<file path="config.mk">
export PLATFORM = sky130hd
export DESIGN_NAME = ccd_line_timer
export DESIGN_NICKNAME = d
export VERILOG_FILES = /design/src/rtl/ccd_tim_pkg.sv /design/src/rtl/ccd_cfg_latch.sv /design/src/rtl/ccd_line_seq.sv /design/src/rtl/ccd_pulse_gen.sv /design/src/rtl/ccd_line_timer.sv
export SDC_FILE = /design/constraint.sdc
export NUM_CORES = 1
export LEC_CHECK = 0
export BUFFER_PORTS_ARGS = -buffer_cell sky130_fd_sc_hd__buf_2
export CORE_MARGIN = 2
export CORE_UTILIZATION = 50
export DETAILED_ROUTE_END_ITERATION = 10
export GPL_TIMING_DRIVEN = 1
export PLACE_DENSITY = 0.82
export SYNTH_ARGS = -nofsm -noshare
export SYNTH_HDL_FRONTEND = slang
export SYNTH_SLANG_ARGS = --single-unit
</file>
<file path="constraint.sdc">
create_clock -name clk -period 5.8 [get_ports clk]
set_input_delay 1.16 -clock clk [delete_from_list [all_inputs] [get_ports clk]]
set_output_delay 1.16 -clock clk [all_outputs]
set_load 0.05 [all_outputs]
</file>
<file path="src/rtl/ccd_tim_pkg.sv">
package ccd_tim_pkg;
  localparam int CFG_W = 16;
  localparam int IDX_W = 16;

  typedef enum logic [2:0] {
    PH_IDLE, PH_PRE, PH_XFER, PH_POST, PH_GUARD, PH_PIX
  } phase_e;

  typedef struct packed {
    logic             line_mode;
    logic [CFG_W-1:0] hold;
    logic [CFG_W-1:0] xfer;
    logic [CFG_W-1:0] guard;
    logic [CFG_W-1:0] pix;
    logic [CFG_W-1:0] rgate;
    logic [CFG_W-1:0] gap;
    logic [CFG_W-1:0] clamp;
    logic [IDX_W-1:0] npix;
  } cfg_t;

  // final cycle of a phase lasting len cycles
  function automatic logic is_last(input logic [CFG_W-1:0] cnt, input logic [CFG_W-1:0] len);
    return cnt == (len - 1'b1);
  endfunction

  // first (larger) half of a pixel period
  function automatic logic first_half(input logic [CFG_W-1:0] c, input logic [CFG_W-1:0] p);
    return c < (p - (p >> 1));
  endfunction

  // c inside [a+b, a+b+len)
  function automatic logic in_span(input logic [CFG_W-1:0] c, input logic [CFG_W-1:0] a,
                                   input logic [CFG_W-1:0] b, input logic [CFG_W-1:0] len);
    logic [CFG_W+1:0] lo, hi, cc;
    lo = {2'b00, a} + {2'b00, b};
    hi = lo + {2'b00, len};
    cc = {2'b00, c};
    return (cc >= lo) && (cc < hi);
  endfunction
endpackage

</file>
<file path="src/rtl/ccd_cfg_latch.sv">
module ccd_cfg_latch
  import ccd_tim_pkg::*;
(
  input  logic clk,
  input  logic rst_n,
  input  logic load,
  input  cfg_t cfg_in,
  output cfg_t cfg_q
);
  always_ff @(posedge clk or negedge rst_n) begin
    if (!rst_n)    cfg_q <= '0;
    else if (load) cfg_q <= cfg_in;
  end
endmodule

</file>
<file path="src/rtl/ccd_line_seq.sv">
module ccd_line_seq
  import ccd_tim_pkg::*;
(
  input  logic             clk,
  input  logic             rst_n,
  input  logic [CFG_W-1:0] hold,
  input  logic [CFG_W-1:0] xfer_len,
  input  logic [CFG_W-1:0] guard,
  input  logic [CFG_W-1:0] pix,
  input  logic [IDX_W-1:0] npix,
  output phase_e           phase,
  output logic [CFG_W-1:0] cnt,
  output logic [IDX_W-1:0] idx,
  output logic             load_cfg,
  output logic             line_start
);
  logic pix_end, line_end;

  assign pix_end    = (phase == PH_PIX) && is_last(cnt, pix);
  assign line_end   = pix_end && (idx == npix);
  assign load_cfg   = (phase == PH_IDLE) || line_end;
  assign line_start = (phase == PH_PRE) && (cnt == '0);

  always_ff @(posedge clk or negedge rst_n) begin
    if (!rst_n) begin
      phase <= PH_IDLE;
      cnt   <= '0;
      idx   <= '0;
    end else begin
      case (phase)
        PH_IDLE: begin
          phase <= PH_PRE;
          cnt   <= '0;
        end
        PH_PRE: begin
          if (is_last(cnt, hold)) begin phase <= PH_XFER; cnt <= '0; end
          else cnt <= cnt + 1'b1;
        end
        PH_XFER: begin
          if (is_last(cnt, xfer_len)) begin phase <= PH_POST; cnt <= '0; end
          else cnt <= cnt + 1'b1;
        end
        PH_POST: begin
          if (is_last(cnt, hold)) begin phase <= PH_GUARD; cnt <= '0; end
          else cnt <= cnt + 1'b1;
        end
        PH_GUARD: begin
          if (is_last(cnt, guard)) begin
            phase <= PH_PIX;
            cnt   <= '0;
            idx   <= IDX_W'(1);
          end else cnt <= cnt + 1'b1;
        end
        PH_PIX: begin
          if (pix_end) begin
            cnt <= '0;
            if (line_end) begin
              phase <= PH_PRE;
              idx   <= '0;
            end else idx <= idx + 1'b1;
          end else cnt <= cnt + 1'b1;
        end
        default: begin
          phase <= PH_IDLE;
          cnt   <= '0;
          idx   <= '0;
        end
      endcase
    end
  end
endmodule

</file>
<file path="src/rtl/ccd_pulse_gen.sv">
module ccd_pulse_gen
  import ccd_tim_pkg::*;
#(
  parameter int LEAD_PIX   = 14,
  parameter int BLACK_PIX  = 48,
  parameter int DUMMY_PIX  = 3,
  parameter int ACTIVE_PIX = 10680,
  parameter int XFER_CH    = 3
) (
  input  phase_e               phase,
  input  logic [CFG_W-1:0]     cnt,
  input  logic [IDX_W-1:0]     idx,
  input  logic                 line_mode,
  input  logic [CFG_W-1:0]     pix,
  input  logic [CFG_W-1:0]     rgate_len,
  input  logic [CFG_W-1:0]     gap,
  input  logic [CFG_W-1:0]     clamp_len,
  output logic                 shift1,
  output logic                 shift2,
  output logic                 shift1_last,
  output logic [XFER_CH-1:0]   xfer,
  output logic                 rgate,
  output logic                 clamp,
  output logic [IDX_W-1:0]     pix_idx,
  output logic                 in_black,
  output logic                 in_dummy,
  output logic                 in_active
);
  localparam logic [IDX_W-1:0] B_END  = IDX_W'(LEAD_PIX + BLACK_PIX);
  localparam logic [IDX_W-1:0] D1_END = IDX_W'(LEAD_PIX + BLACK_PIX + DUMMY_PIX);
  localparam logic [IDX_W-1:0] A_END  = IDX_W'(LEAD_PIX + BLACK_PIX + DUMMY_PIX + ACTIVE_PIX);
  localparam logic [IDX_W-1:0] D2_END = IDX_W'(LEAD_PIX + BLACK_PIX + 2*DUMMY_PIX + ACTIVE_PIX);
  localparam logic [IDX_W-1:0] L_END  = IDX_W'(LEAD_PIX);

  logic active, xfer_win, in_pix, gate_on, head;

  assign active   = (phase != PH_IDLE);
  assign xfer_win = (phase == PH_PRE) || (phase == PH_XFER) || (phase == PH_POST);
  assign in_pix   = (phase == PH_PIX);
  assign gate_on  = (phase == PH_XFER);
  assign head     = in_pix && (cnt < rgate_len);

  always_comb begin
    shift1 = 1'b0;
    if (in_pix)      shift1 = first_half(cnt, pix);
    else if (active) shift1 = 1'b1;
  end

  assign shift2      = active && !shift1;
  assign shift1_last = shift1;

  for (genvar g = 0; g < XFER_CH; g++) begin : g_xfer
    assign xfer[g] = gate_on;
  end

  always_comb begin
    if (line_mode) begin
      rgate = head;
      clamp = active && !xfer_win;
    end else begin
      rgate = xfer_win || head;
      clamp = in_pix && in_span(cnt, rgate_len, gap, clamp_len);
    end
  end

  assign pix_idx   = in_pix ? idx : '0;
  assign in_black  = in_pix && (idx > L_END)  && (idx <= B_END);
  assign in_dummy  = in_pix && (((idx > B_END) && (idx <= D1_END)) ||
                                ((idx > A_END) && (idx <= D2_END)));
  assign in_active = in_pix && (idx > D1_END) && (idx <= A_END);
endmodule

</file>
<file path="src/rtl/ccd_line_timer.sv">
module ccd_line_timer
  import ccd_tim_pkg::*;
#(
  parameter int LEAD_PIX   = 14,
  parameter int BLACK_PIX  = 48,
  parameter int DUMMY_PIX  = 3,
  parameter int ACTIVE_PIX = 10680,
  parameter int XFER_CH    = 3
) (
  input  logic               clk,
  input  logic               rst_n,
  input  logic               cfg_line_mode,
  input  logic [CFG_W-1:0]   cfg_hold,
  input  logic [CFG_W-1:0]   cfg_xfer,
  input  logic [CFG_W-1:0]   cfg_guard,
  input  logic [CFG_W-1:0]   cfg_pix,
  input  logic [CFG_W-1:0]   cfg_rgate,
  input  logic [CFG_W-1:0]   cfg_gap,
  input  logic [CFG_W-1:0]   cfg_clamp,
  input  logic [IDX_W-1:0]   cfg_npix,
  output logic               shift1,
  output logic               shift2,
  output logic               shift1_last,
  output logic [XFER_CH-1:0] xfer,
  output logic               rgate,
  output logic               clamp,
  output logic               line_start,
  output logic [IDX_W-1:0]   pix_idx,
  output logic               in_black,
  output logic               in_dummy,
  output logic               in_active
);
  cfg_t             cfg_in, cfg_q;
  phase_e           phase;
  logic [CFG_W-1:0] cnt;
  logic [IDX_W-1:0] idx;
  logic             load_cfg;
  logic             mode_q;

  assign cfg_in = '{line_mode: cfg_line_mode, hold: cfg_hold, xfer: cfg_xfer,
                    guard: cfg_guard, pix: cfg_pix, rgate: cfg_rgate,
                    gap: cfg_gap, clamp: cfg_clamp, npix: cfg_npix};
  assign mode_q = cfg_q.line_mode;

  ccd_cfg_latch u_cfg (
    .clk(clk), .rst_n(rst_n), .load(load_cfg), .cfg_in(cfg_in), .cfg_q(cfg_q)
  );

  ccd_line_seq u_seq (
    .clk(clk), .rst_n(rst_n),
    .hold(cfg_q.hold), .xfer_len(cfg_q.xfer), .guard(cfg_q.guard),
    .pix(cfg_q.pix), .npix(cfg_q.npix),
    .phase(phase), .cnt(cnt), .idx(idx),
    .load_cfg(load_cfg), .line_start(line_start)
  );

  ccd_pulse_gen #(
    .LEAD_PIX(LEAD_PIX), .BLACK_PIX(BLACK_PIX), .DUMMY_PIX(DUMMY_PIX),
    .ACTIVE_PIX(ACTIVE_PIX), .XFER_CH(XFER_CH)
  ) u_gen (
    .phase(phase), .cnt(cnt), .idx(idx),
    .line_mode(cfg_q.line_mode), .pix(cfg_q.pix), .rgate_len(cfg_q.rgate),
    .gap(cfg_q.gap), .clamp_len(cfg_q.clamp),
    .shift1(shift1), .shift2(shift2), .shift1_last(shift1_last),
    .xfer(xfer), .rgate(rgate), .clamp(clamp), .pix_idx(pix_idx),
    .in_black(in_black), .in_dummy(in_dummy), .in_active(in_active)
  );
endmodule

</file>
==> results of run 1 <==
worst max-delay path by stage:
stage / slack, ns / cells after the start / to
finish: -0.48 / 27 / clamp
global route: -0.67 / 23 / clamp
CTS: -0.23 / 26 / clamp
detailed placement: -0.28 / 24 / clamp
global placement: -0.16 / 24 / clamp
floorplan: 0.03 / 19 / shift1_last
cells by family after synthesis:
family | Yosys count
AO/OA/AOI/OAI | 228
XOR/XNOR | 161
adder cells (fa/ha/maj) | 140
buffers and inverters | 141
flip-flops | 164
multiplexers | 137
AND/OR/NAND/NOR | 349
repair_timing:
| action | CTS | global route |
|---|---|---|
| buffers inserted | 12 | 5 |
| resized for setup | 49 | 28 |
| setup endpoints to repair | 4 | 4 |
| gates cloned | 0 | 0 |
| pin swaps | 33 | 27 |
metal layers:
metal | track usage | vias up
li1 | - | 5028
met1 | 0.315 | 5285
met2 | 0.430 | 353
met3 | 0.0429 | 92
met4 | 0.0988 | 0
met5 | 0 | -
final cells by class:
| cell class | count | area (µm²) | area share |
|---|---|---|---|
| multi-input cells | 1015 | 8520 | 0.560 |
| flip-flops and latches | 164 | 4100 | 0.270 |
| repair buffers | 209 | 1220 | 0.0801 |
| clock buffers | 18 | 439 | 0.0289 |
| well taps | 330 | 413 | 0.0271 |
| inverters | 86 | 323 | 0.0212 |
| clock inverters | 14 | 191 | 0.0126 |
| diodes | 1 | 2.50 | 0.000164 |
synth_stat cells, types with 3 or more instances:
library cell / instances
sky130_fd_sc_hd__a2111oi_0: 9
sky130_fd_sc_hd__a211o_1: 4
sky130_fd_sc_hd__a211oi_1: 11
sky130_fd_sc_hd__a21o_1: 21
sky130_fd_sc_hd__a21oi_1: 52
sky130_fd_sc_hd__a221oi_1: 3
sky130_fd_sc_hd__a31oi_1: 6
sky130_fd_sc_hd__and2_1: 16
sky130_fd_sc_hd__and3_1: 14
sky130_fd_sc_hd__buf_2: 21
sky130_fd_sc_hd__buf_4: 5
sky130_fd_sc_hd__clkbuf_1: 26
sky130_fd_sc_hd__dfrtp_1: 164
sky130_fd_sc_hd__fa_1: 3
sky130_fd_sc_hd__ha_1: 137
sky130_fd_sc_hd__inv_1: 86
sky130_fd_sc_hd__mux2_2: 131
sky130_fd_sc_hd__mux2i_1: 6
sky130_fd_sc_hd__nand2_1: 42
sky130_fd_sc_hd__nand2b_1: 22
sky130_fd_sc_hd__nand3_1: 42
sky130_fd_sc_hd__nand4_1: 9
sky130_fd_sc_hd__nor2_1: 74
sky130_fd_sc_hd__nor2_2: 10
sky130_fd_sc_hd__nor2b_1: 21
sky130_fd_sc_hd__nor3_1: 43
sky130_fd_sc_hd__nor3b_1: 3
sky130_fd_sc_hd__nor4_1: 16
sky130_fd_sc_hd__o2111ai_1: 7
sky130_fd_sc_hd__o211ai_1: 5
sky130_fd_sc_hd__o21a_1: 10
sky130_fd_sc_hd__o21ai_0: 50
sky130_fd_sc_hd__o21bai_1: 9
sky130_fd_sc_hd__o31ai_1: 12
sky130_fd_sc_hd__o41ai_1: 5
sky130_fd_sc_hd__or2_2: 4
sky130_fd_sc_hd__or3_1: 10
sky130_fd_sc_hd__or4_1: 3
sky130_fd_sc_hd__xnor2_1: 88
sky130_fd_sc_hd__xor2_1: 73
through the flow:
step	util	setup TNS (ns)	hold slack, ns
after floorplan	-	0	0.486
after global placement	0.558	-0.164	0.494
after detailed placement	0.558	-0.278	0.501
after CTS	0.594	-0.233	0.521
after global routing	0.602	-1.05	0.531
final	0.603	-0.484	0.519
flip-flops by register name, summed over array words and instances (netlist names):
register,cells
u_seq.phase,3
u_cfg.cfg_q,129
u_seq.cnt,16
u_seq.idx,16
power groups by stage:
stage | clock network, W | logic (W) | registers [W]
6_report | 0.00123 | 0.00120 | 0.00137
5_1_grt | 0.00130 | 0.00132 | 0.00138
4_1_cts | 0.00124 | 0.00112 | 0.00136
3_5_place_dp | 0 | 0.00104 | 0.00138
3_3_place_gp | 0 | 0.000983 | 0.00138
2_1_floorplan | 0 | 0.000799 | 0.00129
critical path, cell delays in order, from the launching register on:
cell and delay (ns):
sky130_fd_sc_hd__dfrtp_1 0.39, sky130_fd_sc_hd__buf_4 0.14, sky130_fd_sc_hd__inv_1 0.05, sky130_fd_sc_hd__fa_2 0.41
sky130_fd_sc_hd__nor2b_1 0.12, sky130_fd_sc_hd__o21ai_0 0.08, sky130_fd_sc_hd__nand2b_1 0.18, sky130_fd_sc_hd__nand2_2 0.13
sky130_fd_sc_hd__a21oi_2 0.16, sky130_fd_sc_hd__a21oi_1 0.10, sky130_fd_sc_hd__xnor2_1 0.17, sky130_fd_sc_hd__buf_4 0.16
sky130_fd_sc_hd__ha_4 0.27, sky130_fd_sc_hd__nand3_2 0.09, sky130_fd_sc_hd__a211oi_4 0.29, sky130_fd_sc_hd__nor2_4 0.07
sky130_fd_sc_hd__a2111oi_4 0.33, sky130_fd_sc_hd__o21ai_1 0.10, sky130_fd_sc_hd__nand2b_1 0.12, sky130_fd_sc_hd__xnor2_1 0.15
sky130_fd_sc_hd__ha_2 0.25, sky130_fd_sc_hd__buf_4 0.12, sky130_fd_sc_hd__o21a_1 0.11, sky130_fd_sc_hd__o22ai_2 0.06
sky130_fd_sc_hd__nor3_1 0.15, sky130_fd_sc_hd__nand3_1 0.13, sky130_fd_sc_hd__o311a_4 0.17, sky130_fd_sc_hd__buf_8 0.15
==> flow_results.xml, run 1 <==
<?xml version="1.0" encoding="UTF-8"?>
<metrics>
  <group name="run_status">
    <metric name="run_status" unit="">complete, but fails checks</metric>
    <metric name="violated_checks" unit="">negative setup slack</metric>
  </group>
  <group name="clock_tree">
    <metric name="insertion_delay" unit="ns">0.44</metric>
    <metric name="numClockSinks" unit="">164</metric>
    <metric name="path_clk_slew" unit="ns">0.07</metric>
    <metric name="max-clock-path-buffers" unit="">2</metric>
    <metric name="cts_tree" unit="">done</metric>
    <metric name="clock_root_buffer" unit="">sky130_fd_sc_hd__clkbuf_16</metric>
    <metric name="cts_hold_repair.buffers" unit="">0</metric>
    <metric name="cts_made_buffers" unit="">17</metric>
    <metric name="htree_num_levels" unit="">4</metric>
  </group>
  <group name="logic_synthesis">
    <metric name="postSynthAreaPerCell" unit="µm²">9.74</metric>
    <metric name="synth_top_cells_by_area" unit="">sky130_fd_sc_hd__dfrtp_1, sky130_fd_sc_hd__ha_1, sky130_fd_sc_hd__mux2_2</metric>
    <metric name="synth_simple_gate_area_frac" unit="">0.147</metric>
    <metric name="ys_seq_elements" unit="">164</metric>
    <metric name="compound_cell_area_share_of_the_yosys_netlist" unit="">0.120</metric>
    <metric name="synthMuxAreaShare" unit="">0.119</metric>
    <metric name="netlist_instances" unit="">1320</metric>
    <metric name="post_synth_xor_area_fraction" unit="">0.110</metric>
    <metric name="synth_warnings" unit="">0</metric>
    <metric name="synthesized_netlist_net_count" unit="">1591</metric>
    <metric name="synthAdderAreaFrac" unit="">0.138</metric>
    <metric name="synth_top_area_cell" unit="">sky130_fd_sc_hd__dfrtp_1</metric>
    <metric name="ys_seq_area_frac" unit="">0.319</metric>
    <metric name="async_flop_share" unit="">1.00</metric>
    <metric name="synth_edf_count" unit="">0</metric>
    <metric name="mappedNetlistArea" unit="µm²">12900</metric>
    <metric name="synth_top_family_by_area" unit="">simple AND/OR/NAND/NOR gates</metric>
    <metric name="synthDistinctLibCells" unit="">77</metric>
    <metric name="synth_ff_type" unit="">sky130_fd_sc_hd__dfrtp_1</metric>
    <metric name="synth_largest_type_area_fraction" unit="">0.319</metric>
  </group>
  <group name="timing">
    <metric name="max-slew-margin-rel" unit="">0.336</metric>
    <metric name="post_route_fraction_of_the_period_consumed_by_the_critical_path" unit="">1.08</metric>
    <metric name="final.setup.worst_slack" unit="ns">-0.484</metric>
    <metric name="max_freq" unit="GHz">0.159</metric>
    <metric name="worst_pin_slew" unit="ns">0.996</metric>
    <metric name="period_minus_slack" unit="ns">6.28</metric>
    <metric name="rsz0062_at_grt" unit="">yes</metric>
    <metric name="final_count_of_pins_violating_max_slew" unit="">0</metric>
    <metric name="final_skew" unit="ns">0.00949</metric>
    <metric name="final-hold-violation-count" unit="">0</metric>
    <metric name="finalSetupViolCount" unit="">1</metric>
  </group>
  <group name="die">
    <metric name="boundaryPins" unit="">159</metric>
    <metric name="floorplan.initialDensity" unit="">0.509</metric>
    <metric name="dieWidth" unit="µm">164</metric>
    <metric name="floorplan.die.height" unit="µm">164</metric>
    <metric name="fp.coreArea" unit="µm²">25300</metric>
    <metric name="core.rowCount" unit="">58</metric>
    <metric name="dieArea" unit="µm²">27000</metric>
  </group>
  <group name="route">
    <metric name="post-route-drc-count" unit="">0</metric>
    <metric name="drtIter0Drc" unit="">762</metric>
    <metric name="drt-met1-wl" unit="µm">14500</metric>
    <metric name="routed.top_layer" unit="">met4</metric>
    <metric name="wl_per_cell" unit="µm">18.7</metric>
    <metric name="drt_pre_antenna_iters" unit="">8</metric>
    <metric name="route.detailed.vias_per_inst" unit="">5.86</metric>
    <metric name="routed-via-count" unit="">10800</metric>
    <metric name="ant_nets" unit="">0</metric>
    <metric name="wl_met3" unit="µm">1720</metric>
    <metric name="detailroute.wirelength.met2" unit="µm">17000</metric>
    <metric name="route.final.wire_length" unit="µm">34300</metric>
  </group>
  <group name="placement">
    <metric name="post_dp_cell_area" unit="µm²">14100</metric>
    <metric name="finalWeightedCongestion" unit="">0.945</metric>
    <metric name="io_buffers" unit="">158</metric>
    <metric name="numPlacedInstances" unit="">1787</metric>
    <metric name="detailedPlace.worstSlack" unit="ns">-0.278</metric>
    <metric name="place_hpwl" unit="µm">24000</metric>
  </group>
  <group name="pwr">
    <metric name="p_sw" unit="W">0.00131</metric>
    <metric name="cellPowerDensity" unit="nW/µm²">249</metric>
    <metric name="clkPwrFrac" unit="">0.324</metric>
    <metric name="total_power" unit="W">0.00380</metric>
    <metric name="sequentialPowerShare" unit="">0.361</metric>
    <metric name="share_comb_of_total_power" unit="">0.315</metric>
    <metric name="cellLeakagePower" unit="nW">7.12</metric>
    <metric name="vdd_drop_max" unit="mV">0.188</metric>
    <metric name="internal_power" unit="W">0.00249</metric>
    <metric name="switching_share" unit="">0.344</metric>
  </group>
  <group name="layout">
    <metric name="design_area" unit="µm²">15200</metric>
    <metric name="drive_gt1_frac" unit="">0.301</metric>
    <metric name="nFillCells" unit="">2018</metric>
    <metric name="flow.area_growth_from_synthesis" unit="%">18.3</metric>
    <metric name="most_frequent_standard_cell_in_the_layout_excluding_fill_and_tap_cells" unit="">sky130_fd_sc_hd__dfrtp_1</metric>
    <metric name="most-common-layout-cells" unit="">sky130_fd_sc_hd__dfrtp_1, sky130_fd_sc_hd__buf_2, sky130_fd_sc_hd__mux2_2</metric>
    <metric name="layout.nets" unit="">1764</metric>
    <metric name="layoutNonFillerInstCount" unit="">1837</metric>
  </group>
  <group name="setup_path">
    <metric name="startpoint" unit="">u_cfg.cfg_q[33]$_DFFE_PN0P_</metric>
    <metric name="timing_worst_setup_path_type" unit="">reg2out</metric>
    <metric name="r2r_cells" unit="">12</metric>
    <metric name="arrival_time_reported_for_the_critical_path_endpoint" unit="ns">5.12</metric>
    <metric name="reg2reg_setup_slack" unit="ns">1.96</metric>
    <metric name="critical_path.reg2reg.startpoint" unit="">u_cfg.cfg_q[65]$_DFFE_PN0P_</metric>
    <metric name="critical_path.startpoint_type" unit="">flop</metric>
    <metric name="critPathCaptureType" unit="">output port</metric>
    <metric name="worst-endpoint-required" unit="ns">4.64</metric>
    <metric name="rr_endpoint" unit="">u_cfg.cfg_q[89]$_DFFE_PN0P_</metric>
    <metric name="cp_max_fo" unit="">3</metric>
  </group>
  <group name="hold_path">
    <metric name="hold_path_class" unit="">reg2reg</metric>
    <metric name="worstHoldStart" unit="">u_cfg.cfg_q[37]$_DFFE_PN0P_</metric>
    <metric name="hold-path-cell-count" unit="">1</metric>
    <metric name="hold_end" unit="">u_cfg.cfg_q[37]$_DFFE_PN0P_</metric>
  </group>
  <group name="global_route">
    <metric name="initial_antenna_violation_count" unit="">1</metric>
    <metric name="grt.overflow.total" unit="">0</metric>
    <metric name="grt_max_degree" unit="">105</metric>
    <metric name="first_global_vias" unit="">10600</metric>
    <metric name="grt_util_all_layers" unit="">0.250</metric>
    <metric name="grt_first_pass_wirelength" unit="µm">53700</metric>
  </group>
  <group name="run">
    <metric name="maxCapViolations" unit="">0</metric>
  </group>
</metrics>
(Power assumes the default switching activity.)
==> inputs of run 2 (changes only) <==
Settings changed: CELL_PAD_IN_SITES_DETAIL_PLACEMENT set to 0, CELL_PAD_IN_SITES_GLOBAL_PLACEMENT set to 1, CORE_MARGIN 2 to 5, CORE_UTILIZATION 50 to 42, GPL_TIMING_DRIVEN 1 to not set, PLACE_DENSITY 0.82 to 0.87.
==> run 2 against run 1 <==
Effect of this change: highest routed layer unchanged; global-route usage fell by 5.7 points; cell count rose by 4.0%; the flow still finishes with violations (negative setup slack); routed wire length fell by 3.6%; setup slack improved by 0.13 ns; non-clock buffer count rose by 9; largest power group unchanged; critical path depth fell by 1; critical path type unchanged; sequential power barely moved; combinational power fell by 4%; power fell by 3.1%.
==> flow_results.xml, run 2 (same netlist as run 1, synthesis figures left out) <==
<?xml version="1.0" encoding="UTF-8"?>
<metrics>
  <group name="global_route">
    <metric name="grt_max_degree" unit="">117</metric>
    <metric name="use_met1" unit="">0.264</metric>
    <metric name="grt.overflow.total" unit="">0</metric>
    <metric name="grt_util_all_layers" unit="">0.194</metric>
    <metric name="grtUsageMet2" unit="">0.321</metric>
    <metric name="first_global_vias" unit="">10500</metric>
    <metric name="grt_first_pass_wirelength" unit="µm">53400</metric>
    <metric name="grt_util_met3" unit="">0.0338</metric>
    <metric name="top_usage_layer" unit="">met2</metric>
    <metric name="initial_antenna_violation_count" unit="">0</metric>
  </group>
  <group name="layout">
    <metric name="layout.nets" unit="">1773</metric>
    <metric name="most_frequent_standard_cell_in_the_layout_excluding_fill_and_tap_cells" unit="">sky130_fd_sc_hd__dfrtp_1</metric>
    <metric name="largest_register_ff_count" unit="">129</metric>
    <metric name="antenna_cells_inserted" unit="">0</metric>
    <metric name="top_register" unit="">u_cfg.cfg_q</metric>
    <metric name="most-common-layout-cells" unit="">sky130_fd_sc_hd__dfrtp_1, sky130_fd_sc_hd__buf_2, sky130_fd_sc_hd__ha_1</metric>
    <metric name="layout_top_registers" unit="">u_cfg.cfg_q (129), u_seq.cnt (16), u_seq.idx (16)</metric>
    <metric name="drive_gt1_frac" unit="">0.300</metric>
    <metric name="flow.area_growth_from_synthesis" unit="%">18.7</metric>
  </group>
  <group name="clock_tree">
    <metric name="cts_tree" unit="">done</metric>
    <metric name="path_clk_slew" unit="ns">0.07</metric>
    <metric name="htree_num_levels" unit="">4</metric>
    <metric name="cts_made_buffers" unit="">17</metric>
    <metric name="insertion_delay" unit="ns">0.45</metric>
    <metric name="clock_root_buffer" unit="">sky130_fd_sc_hd__clkbuf_16</metric>
    <metric name="cts_hold_repair.buffers" unit="">0</metric>
    <metric name="numClockSinks" unit="">164</metric>
    <metric name="max-clock-path-buffers" unit="">2</metric>
  </group>
  <group name="die">
    <metric name="floorplan.die.height" unit="µm">185</metric>
    <metric name="dieWidth" unit="µm">185</metric>
    <metric name="fp.coreArea" unit="µm²">30400</metric>
    <metric name="core.rowCount" unit="">64</metric>
    <metric name="dieArea" unit="µm²">34200</metric>
    <metric name="boundaryPins" unit="">159</metric>
    <metric name="floorplan.initialDensity" unit="">0.423</metric>
  </group>
  <group name="setup_path">
    <metric name="critPathCaptureType" unit="">output port</metric>
    <metric name="worst-endpoint-required" unit="ns">4.64</metric>
    <metric name="critical_path.startpoint_type" unit="">flop</metric>
    <metric name="timing_worst_setup_path_type" unit="">reg2out</metric>
    <metric name="arrival_time_reported_for_the_critical_path_endpoint" unit="ns">5.00</metric>
    <metric name="cp_max_fo" unit="">2</metric>
  </group>
  <group name="route">
    <metric name="post-route-drc-count" unit="">0</metric>
    <metric name="drt_pre_antenna_iters" unit="">5</metric>
    <metric name="drtIter0Drc" unit="">434</metric>
    <metric name="routed-via-count" unit="">10400</metric>
    <metric name="ant_nets" unit="">0</metric>
    <metric name="wl_per_cell" unit="µm">17.3</metric>
    <metric name="route.final.wire_length" unit="µm">33100</metric>
    <metric name="route.detailed.vias_per_inst" unit="">5.43</metric>
  </group>
  <group name="timing">
    <metric name="max_freq" unit="GHz">0.162</metric>
    <metric name="final-hold-violation-count" unit="">0</metric>
    <metric name="final_skew" unit="ns">0.0194</metric>
    <metric name="max-slew-margin-rel" unit="">0.417</metric>
    <metric name="worst_pin_slew" unit="ns">0.872</metric>
    <metric name="rsz0062_at_grt" unit="">yes</metric>
    <metric name="finalSetupViolCount" unit="">1</metric>
    <metric name="final_count_of_pins_violating_max_slew" unit="">0</metric>
    <metric name="period_minus_slack" unit="ns">6.16</metric>
    <metric name="final.setup.worst_slack" unit="ns">-0.359</metric>
    <metric name="post_route_fraction_of_the_period_consumed_by_the_critical_path" unit="">1.06</metric>
  </group>
  <group name="run">
    <metric name="maxCapViolations" unit="">0</metric>
  </group>
  <group name="pwr">
    <metric name="cellLeakagePower" unit="nW">7.12</metric>
    <metric name="total_power" unit="W">0.00368</metric>
    <metric name="vdd_drop_max" unit="mV">0.234</metric>
    <metric name="cellPowerDensity" unit="nW/µm²">241</metric>
  </group>
  <group name="placement">
    <metric name="finalWeightedCongestion" unit="">0.886</metric>
    <metric name="io_buffers" unit="">158</metric>
    <metric name="detailedPlace.worstSlack" unit="ns">-0.435</metric>
    <metric name="place_hpwl" unit="µm">24400</metric>
  </group>
  <group name="run_status">
    <metric name="violated_checks" unit="">negative setup slack</metric>
    <metric name="run_status" unit="">complete, but fails checks</metric>
  </group>
  <group name="hold_path">
    <metric name="hold_path_class" unit="">reg2reg</metric>
  </group>
</metrics>
[run 2: cell types whose count changed in the layout (fill, tap and decap cells not counted), moves of 3 or more]
cell                         change
sky130_fd_sc_hd__ha_1            +3
sky130_fd_sc_hd__xnor2_1         +3
sky130_fd_sc_hd__buf_4          +10
sky130_fd_sc_hd__inv_6           -3
sky130_fd_sc_hd__xnor2_2         -3
sky130_fd_sc_hd__clkinvlp_4      +3
[run 2: final timing paths]
check	depth (start not counted)	end	slack [ns]	startpoint
max in group asynchronous	2	u_seq.idx[1]$_DFFE_PN0P_	3.99	rst_n
setup / recovery	26	clamp	-0.36	u_cfg.cfg_q[49]$_DFFE_PN0P_
hold reg to reg	1	u_cfg.cfg_q[40]$_DFFE_PN0P_	0.52	u_cfg.cfg_q[40]$_DFFE_PN0P_
min in group asynchronous	1	u_cfg.cfg_q[20]$_DFFE_PN0P_	0.75	rst_n
hold / removal	1	u_cfg.cfg_q[40]$_DFFE_PN0P_	0.52	u_cfg.cfg_q[40]$_DFFE_PN0P_
setup reg to reg	9	u_seq.idx[6]$_DFFE_PN0P_	2.09	u_seq.cnt[2]$_DFF_PN0_
[run 2: repair_timing]
action,in CTS,in global routing
pin swaps,26,14
setup endpoints to repair,4,4
buffers inserted,11,3
gates resized for setup,44,25
[run 2: worst max-delay path: stages (launching register included)]
cell	delay, ns
sky130_fd_sc_hd__dfrtp_1	0.42
sky130_fd_sc_hd__ha_4	0.27
sky130_fd_sc_hd__a211oi_4	0.25
sky130_fd_sc_hd__o21bai_2	0.10
sky130_fd_sc_hd__a21oi_2	0.18
sky130_fd_sc_hd__o21bai_1	0.09
sky130_fd_sc_hd__a21oi_2	0.14
sky130_fd_sc_hd__nor2_1	0.06
sky130_fd_sc_hd__o21ai_1	0.12
sky130_fd_sc_hd__nor2b_4	0.17
sky130_fd_sc_hd__xnor2_1	0.07
sky130_fd_sc_hd__ha_1	0.32
sky130_fd_sc_hd__nand3_2	0.09
sky130_fd_sc_hd__a211oi_2	0.32
sky130_fd_sc_hd__nor2_4	0.08
sky130_fd_sc_hd__a2111oi_4	0.30
sky130_fd_sc_hd__buf_4	0.16
sky130_fd_sc_hd__o21ai_1	0.06
sky130_fd_sc_hd__nand2b_1	0.09
sky130_fd_sc_hd__xnor2_1	0.12
sky130_fd_sc_hd__ha_2	0.29
sky130_fd_sc_hd__o21a_1	0.19
sky130_fd_sc_hd__o22ai_2	0.12
sky130_fd_sc_hd__nor3_2	0.05
sky130_fd_sc_hd__nand3_1	0.11
sky130_fd_sc_hd__o311a_4	0.21
sky130_fd_sc_hd__buf_8	0.14
[run 2: metrics by stage]
stage | util | hold WS, ns | instances | TNS, ns | area, µm²
floorplan | - | 0.486 | 1320 | 0 | 12900
detailed placement | 0.469 | 0.501 | 1865 | -0.435 | 14300
global placement | 0.469 | 0.496 | 1865 | -0.261 | 14300
finish | 0.502 | 0.520 | 1911 | -0.359 | 15300
CTS | 0.497 | 0.521 | 1908 | -0.316 | 15100
global route | 0.502 | 0.530 | 1911 | -1.05 | 15300
[run 2: layout make-up]
cell class              count  area, µm²
clock buffers              21        470
clock inverters            11        140
well taps                 396        495
multi-input cells        1015       8450
fillers                  2811      15200
inverters                  86        323
repair buffers            218       1280
flip-flops and latches    164       4110
[run 2: routing by layer]
layer	up-vias	part of all wire
met5	-	0
met2	213	0.47
met4	0	0.015
met3	32	0.044
met1	5064	0.47
li1	5066	-
[run 2: report_power, final]
group | total (W) | switching (W) | internal (W)
Combinational | 0.00115 | 0.000592 | 0.000561
Sequential | 0.00134 | 0.000136 | 0.00121
Clock | 0.00118 | 0.000503 | 0.000679
